`src/rtl/vrd_pkg.sv`:
```
package vrd_pkg;
  typedef enum logic {
    RD_PLANE = 1'b0,
    RD_MATCH = 1'b1
  } rd_mode_e;
endpackage

```
`src/rtl/vrd_plane_mux.sv`:
```
module vrd_plane_mux #(
  parameter int NUM_PLANES = 4,
  parameter int PIX_W      = 8,
  localparam int SEL_W     = $clog2(NUM_PLANES)
) (
  input  logic [NUM_PLANES*PIX_W-1:0] planes_i,
  input  logic [SEL_W-1:0]            sel_i,
  output logic [PIX_W-1:0]            byte_o
);
  logic [PIX_W-1:0] plane_arr [NUM_PLANES];

  for (genvar p = 0; p < NUM_PLANES; p++) begin : g_unpack
    assign plane_arr[p] = planes_i[p*PIX_W +: PIX_W];
  end

  assign byte_o = plane_arr[sel_i];
endmodule

```
`src/rtl/vrd_color_match.sv`:
```
module vrd_color_match #(
  parameter int NUM_PLANES = 4,
  parameter int PIX_W      = 8
) (
  input  logic [NUM_PLANES*PIX_W-1:0] planes_i,
  input  logic [NUM_PLANES-1:0]       color_i,
  input  logic [NUM_PLANES-1:0]       care_i,
  output logic [PIX_W-1:0]            match_o
);
  for (genvar i = 0; i < PIX_W; i++) begin : g_pix
    logic [NUM_PLANES-1:0] pix;
    for (genvar p = 0; p < NUM_PLANES; p++) begin : g_pl
      assign pix[p] = planes_i[p*PIX_W + i];
    end
    // excluded planes always count as a match
    assign match_o[i] = &(~(pix ^ color_i) | ~care_i);
  end
endmodule

```
`src/rtl/vrd_read_path.sv`:
```
module vrd_read_path
  import vrd_pkg::*;
#(
  parameter int NUM_PLANES = 4,
  parameter int PIX_W      = 8,
  localparam int SEL_W     = $clog2(NUM_PLANES),
  localparam int BUS_W     = NUM_PLANES * PIX_W
) (
  input  logic               clk_i,
  input  logic               rst_ni,
  input  logic               rd_stb_i,
  input  logic               read_mode_i,
  input  logic [SEL_W-1:0]   map_sel_i,
  input  logic [NUM_PLANES-1:0] cmp_color_i,
  input  logic [NUM_PLANES-1:0] cmp_care_i,
  input  logic [BUS_W-1:0]   planes_i,
  output logic [PIX_W-1:0]   rd_data_o
);
  rd_mode_e         mode;
  logic [PIX_W-1:0] plane_byte;
  logic [PIX_W-1:0] match_byte;
  logic [PIX_W-1:0] rd_next;

  assign mode = rd_mode_e'(read_mode_i);

  vrd_plane_mux #(.NUM_PLANES(NUM_PLANES), .PIX_W(PIX_W)) u_mux (
    .planes_i (planes_i),
    .sel_i    (map_sel_i),
    .byte_o   (plane_byte)
  );

  vrd_color_match #(.NUM_PLANES(NUM_PLANES), .PIX_W(PIX_W)) u_match (
    .planes_i (planes_i),
    .color_i  (cmp_color_i),
    .care_i   (cmp_care_i),
    .match_o  (match_byte)
  );

  always_comb begin
    unique case (mode)
      RD_MATCH: rd_next = match_byte;
      default:  rd_next = plane_byte;
    endcase
  end

  always_ff @(posedge clk_i or negedge rst_ni) begin
    if (!rst_ni)       rd_data_o <= '0;
    else if (rd_stb_i) rd_data_o <= rd_next;
  end
endmodule

```
`config.mk`:
```
export PLATFORM = sky130hd
export DESIGN_NAME = vrd_read_path
export DESIGN_NICKNAME = d
export VERILOG_FILES = /design/src/rtl/vrd_pkg.sv /design/src/rtl/vrd_plane_mux.sv /design/src/rtl/vrd_color_match.sv /design/src/rtl/vrd_read_path.sv
export SDC_FILE = /design/constraint.sdc
export NUM_CORES = 1
export LEC_CHECK = 0
export BUFFER_PORTS_ARGS = -buffer_cell sky130_fd_sc_hd__buf_4
export CAP_MARGIN = 10
export CORE_ASPECT_RATIO = 0.6
export CORE_MARGIN = 2
export CORE_UTILIZATION = 46
export DETAILED_ROUTE_END_ITERATION = 8
export PLACE_DENSITY_LB_ADDON = 0.15
export REMOVE_ABC_BUFFERS = 1
export SLEW_MARGIN = 20
export SYNTH_ARGS = -nofsm -noshare
export SYNTH_HDL_FRONTEND = slang
export SYNTH_HIERARCHICAL = 1
export SYNTH_SLANG_ARGS = --single-unit
export TNS_END_PERCENT = 100
```
`constraint.sdc`:
```
create_clock -name clk_i -period 0.8 [get_ports clk_i]
set_input_delay 0.04 -clock clk_i [delete_from_list [all_inputs] [get_ports clk_i]]
set_output_delay 0.04 -clock clk_i [all_outputs]
set_load 0.02 [all_outputs]
```
==> impl_metrics.sql <==
INSERT INTO impl_metrics (metric_group, metric, value, unit) VALUES
('status', 'outcome', 'finished, violations left', ''),
('status', 'failing_checks', 'negative setup slack', ''),
('min_path', 'worst_hold_path.endpoint', 'rd_data_o[4]$_DFFE_PN0P_', ''),
('cts', 'tritoncts', 'yes', ''),
('grt', 'initial_antenna_violation_count', '0', ''),
('finish', 'regMostFlops', 'rd_data_o', ''),
('logic_synthesis', 'synth.area.top_cells', 'sky130_fd_sc_hd__xor2_1 (26%), sky130_fd_sc_hd__dfrtp_1 (18%), sky130_fd_sc_hd__mux4_2 (16%), sky130_fd_sc_hd__a221oi_2 (11%), sky130_fd_sc_hd__mux2i_1 (7.3%)', ''),
('logic_synthesis', 'yosysTopAreaCellShare', '0.256', ''),
('logic_synthesis', 'post_synth_and_or_nand_nor_area_fraction', '0.0274', ''),
('floorplan', 'design.die.area', '2800', 'um^2'),
('drt', 'drt.antenna.violating_nets', '0', ''),
('cts', 'insertion_delay', '0.23', 'ns'),
('logic_synthesis', 'number_of_warnings_issued_by_yosys', '6', ''),
('sta', 'timing.final.hold_violations', '0', ''),
('finish', 'nNetsFinal', '195', ''),
('place', 'place.detailed.instances', '171', ''),
('grt', 'via_count_of_the_first_global_routing_pass', '1026', ''),
('finish', 'final_area', '1600', 'um^2'),
('drt', 'drt_iter0_markers', '65', ''),
('place', 'gp_congestion', '0.775', ''),
('logic_synthesis', 'synth_sequential_area_ratio', '0.183', ''),
('floorplan', 'placementRows', '13', ''),
('drt', 'post_drt_wl_per_cell', '19.3', 'um'),
('setup_path', 'crit_required', '0.96', 'ns'),
('cts', 'tritoncts_num_sinks', '8', ''),
('sta', 'fmax', '1200', 'MHz'),
('setup_path', 'setup.worst_path.start_class', 'primary input', ''),
('place', 'dp.final_hpwl', '2460', 'um'),
('logic_synthesis', 'post_synth_num_cell_types', '15', ''),
('floorplan', 'die_h', '41.8', 'um'),
('logic_synthesis', 'synth_top_flop_cell', 'sky130_fd_sc_hd__dfrtp_1', ''),
('logic_synthesis', 'post_synth_xor_area_fraction', '0.256', ''),
('job', 'maxCapViolCount', '0', ''),
('finish', 'drive_above_1_share', '0.517', ''),
('sta', 'final.min_clock_period', '0.833', 'ns'),
('setup_path', 'worst-r2r-setup-slack', '0.01', 'ns'),
('grt', 'grt_first_pass_wirelength', '5020', 'um'),
('logic_synthesis', 'number_of_flops_mapped_to_enable_cells_by_yosys', '0', ''),
('cts', 'worst_setup_hold_path_clk_slew', '0.04', 'ns'),
('setup_path', 'worst-endpoint-arrival', '0.99', 'ns'),
('sta', 'maxSlewHeadroom', '0.843', ''),
('logic_synthesis', 'synth_fa_ha_area_frac', '0', ''),
('finish', 'flip_flop_count_of_the_largest_register_all_copies_and_words_added', '8', ''),
('sta', 'layout_worst_path_cycle_share', '1.04', ''),
('power', 'cellPowerDensity', '1270', 'nW/um^2'),
('sta', 'final.setup_skew', '0', 'ns'),
('cts', 'clock-root-buffer', 'sky130_fd_sc_hd__clkbuf_8', ''),
('sta', 'finalSetupViolations', '4', ''),
('power', 'leakagePower', '0.734', 'nW'),
('floorplan', 'starting_utilization_of_the_core_area', '0.495', ''),
('logic_synthesis', 'asyncSetResetFlopFracSynth', '1.00', ''),
('sta', 'tightestPinTransition', '0.234', 'ns'),
('power', 'post-layout-total-power', '0.00204', 'W'),
('setup_path', 'critical_path_peak_fanout', '8', ''),
('floorplan', 'io-pin-count', '54', ''),
('grt', 'global_route.overflow_total', '0', ''),
('drt', 'vias', '1023', ''),
('sta', 'max_slew_vio_count', '0', ''),
('drt', 'drt-total-wl', '3420', 'um'),
('drt', 'vias_per_cell', '5.78', ''),
('place', 'post_dp_cell_area', '1440', 'um^2'),
('drt', 'dr.pass1.iters', '5', ''),
('floorplan', 'floorplan_die_width', '67.0', 'um'),
('grt', 'largest_net_degree_at_the_start_of_global_routing', '17', ''),
('setup_path', 'crit_path_end_kind', 'flip-flop', ''),
('finish', 'flow.area_growth_from_synthesis', '46.2', '%'),
('logic_synthesis', 'synthesized_area', '1090', 'um^2'),
('cts', 'cts-htree-levels', '1', ''),
('logic_synthesis', 'synth.area.mux_share', '0.238', ''),
('sta', 'final.setup.worst_slack', '-0.0327', 'ns'),
('grt', 'grt.total_usage', '0.242', '');
timing repair:
| item | in CTS | in global routing |
|---|---|---|
| hold endpoints to repair | 8 | 0 |
| setup endpoints to repair | 11 | 16 |
| setup buffers | 1 | 1 |
| pin swaps | 13 | 7 |
| hold buffers | 1 | 0 |
| gates resized for setup | 15 | 8 |
power breakdown:
part / switching, W / internal, W
logic: 0.000470 / 0.000562
registers: 0.0000434 / 0.000465
clock network: 0.000172 / 0.000327
cell families (layout without fill, tap and decap cells):
| family | count (synthesis) | count (layout) |
|---|---|---|
| mux | 16 | 16 |
| simple gates | 8 | 8 |
| flops | 8 | 8 |
| xor+xnor | 32 | 32 |
| buf+inv | 13 | 59 |
| compound gates | 24 | 24 |
per-stage QoR:
stage	worst slack (ns)	TNS [ns]	util	hold slack (ns)
2_1_floorplan	-0.0645	-0.435	-	-0.256
3_3_place_gp	-0.347	-2.44	0.651	-0.134
3_5_place_dp	-0.356	-2.59	0.651	-0.133
4_1_cts	-0.0377	-0.0655	0.704	0.119
5_1_grt	-0.0890	-0.560	0.723	0.142
6_report	-0.0327	-0.0809	0.723	0.125
cell usage in the layout, fill, tap and decap left out:
| cell type | n |
|---|---|
| sky130_fd_sc_hd__a22o_1 | 8 |
| sky130_fd_sc_hd__buf_4 | 39 |
| sky130_fd_sc_hd__xor2_2 | 1 |
| sky130_fd_sc_hd__dfrtp_1 | 8 |
| sky130_fd_sc_hd__mux4_2 | 8 |
| sky130_fd_sc_hd__buf_6 | 13 |
| sky130_fd_sc_hd__dlygate4sd3_1 | 1 |
| sky130_fd_sc_hd__a221oi_2 | 8 |
| sky130_fd_sc_hd__nor2_1 | 8 |
| sky130_fd_sc_hd__mux2i_1 | 8 |
| sky130_fd_sc_hd__buf_12 | 3 |
| sky130_fd_sc_hd__a21oi_1 | 7 |
| sky130_fd_sc_hd__xor2_1 | 31 |
| sky130_fd_sc_hd__clkbuf_8 | 3 |
| sky130_fd_sc_hd__a21oi_2 | 1 |
critical path, cell delays in order:
cell and delay (ns):
sky130_fd_sc_hd__buf_12 0.12, sky130_fd_sc_hd__xor2_1 0.14, sky130_fd_sc_hd__a22o_1 0.23, sky130_fd_sc_hd__a221oi_2 0.20, sky130_fd_sc_hd__mux2i_1 0.11, sky130_fd_sc_hd__a21oi_1 0.14
area by class of cell:
type,instances,area [um^2]
well taps,30,37.5
clock buffers,3,41.3
multi-input cells,80,812
flip-flops and latches,8,200
fillers,172,612
repair buffers,56,509
per-layer routing:
metal / up-vias / GRT usage / wire length, um / part of all wire
li1: 468 / - / - / -
met1: 493 / 0.306 / 1440 / 0.42
met2: 54 / 0.438 / 1740 / 0.51
met3: 8 / 0.0434 / 214 / 0.063
met4: 0 / 0.0367 / 26 / 0.0076
met5: - / 0 / 0 / 0
worst max-delay path by stage:
stage / startpoint / to / depth (start not counted)
2_1_floorplan: cmp_color_i[0] / rd_data_o[4]$_DFFE_PN0P_ / 5
3_3_place_gp: map_sel_i[0] / rd_data_o[6]$_DFFE_PN0P_ / 4
3_5_place_dp: map_sel_i[0] / rd_data_o[6]$_DFFE_PN0P_ / 4
4_1_cts: cmp_color_i[0] / rd_data_o[1]$_DFFE_PN0P_ / 6
5_1_grt: cmp_color_i[3] / rd_data_o[1]$_DFFE_PN0P_ / 6
6_report: cmp_color_i[0] / rd_data_o[5]$_DFFE_PN0P_ / 6
Power figures use the tool's default switching activity.
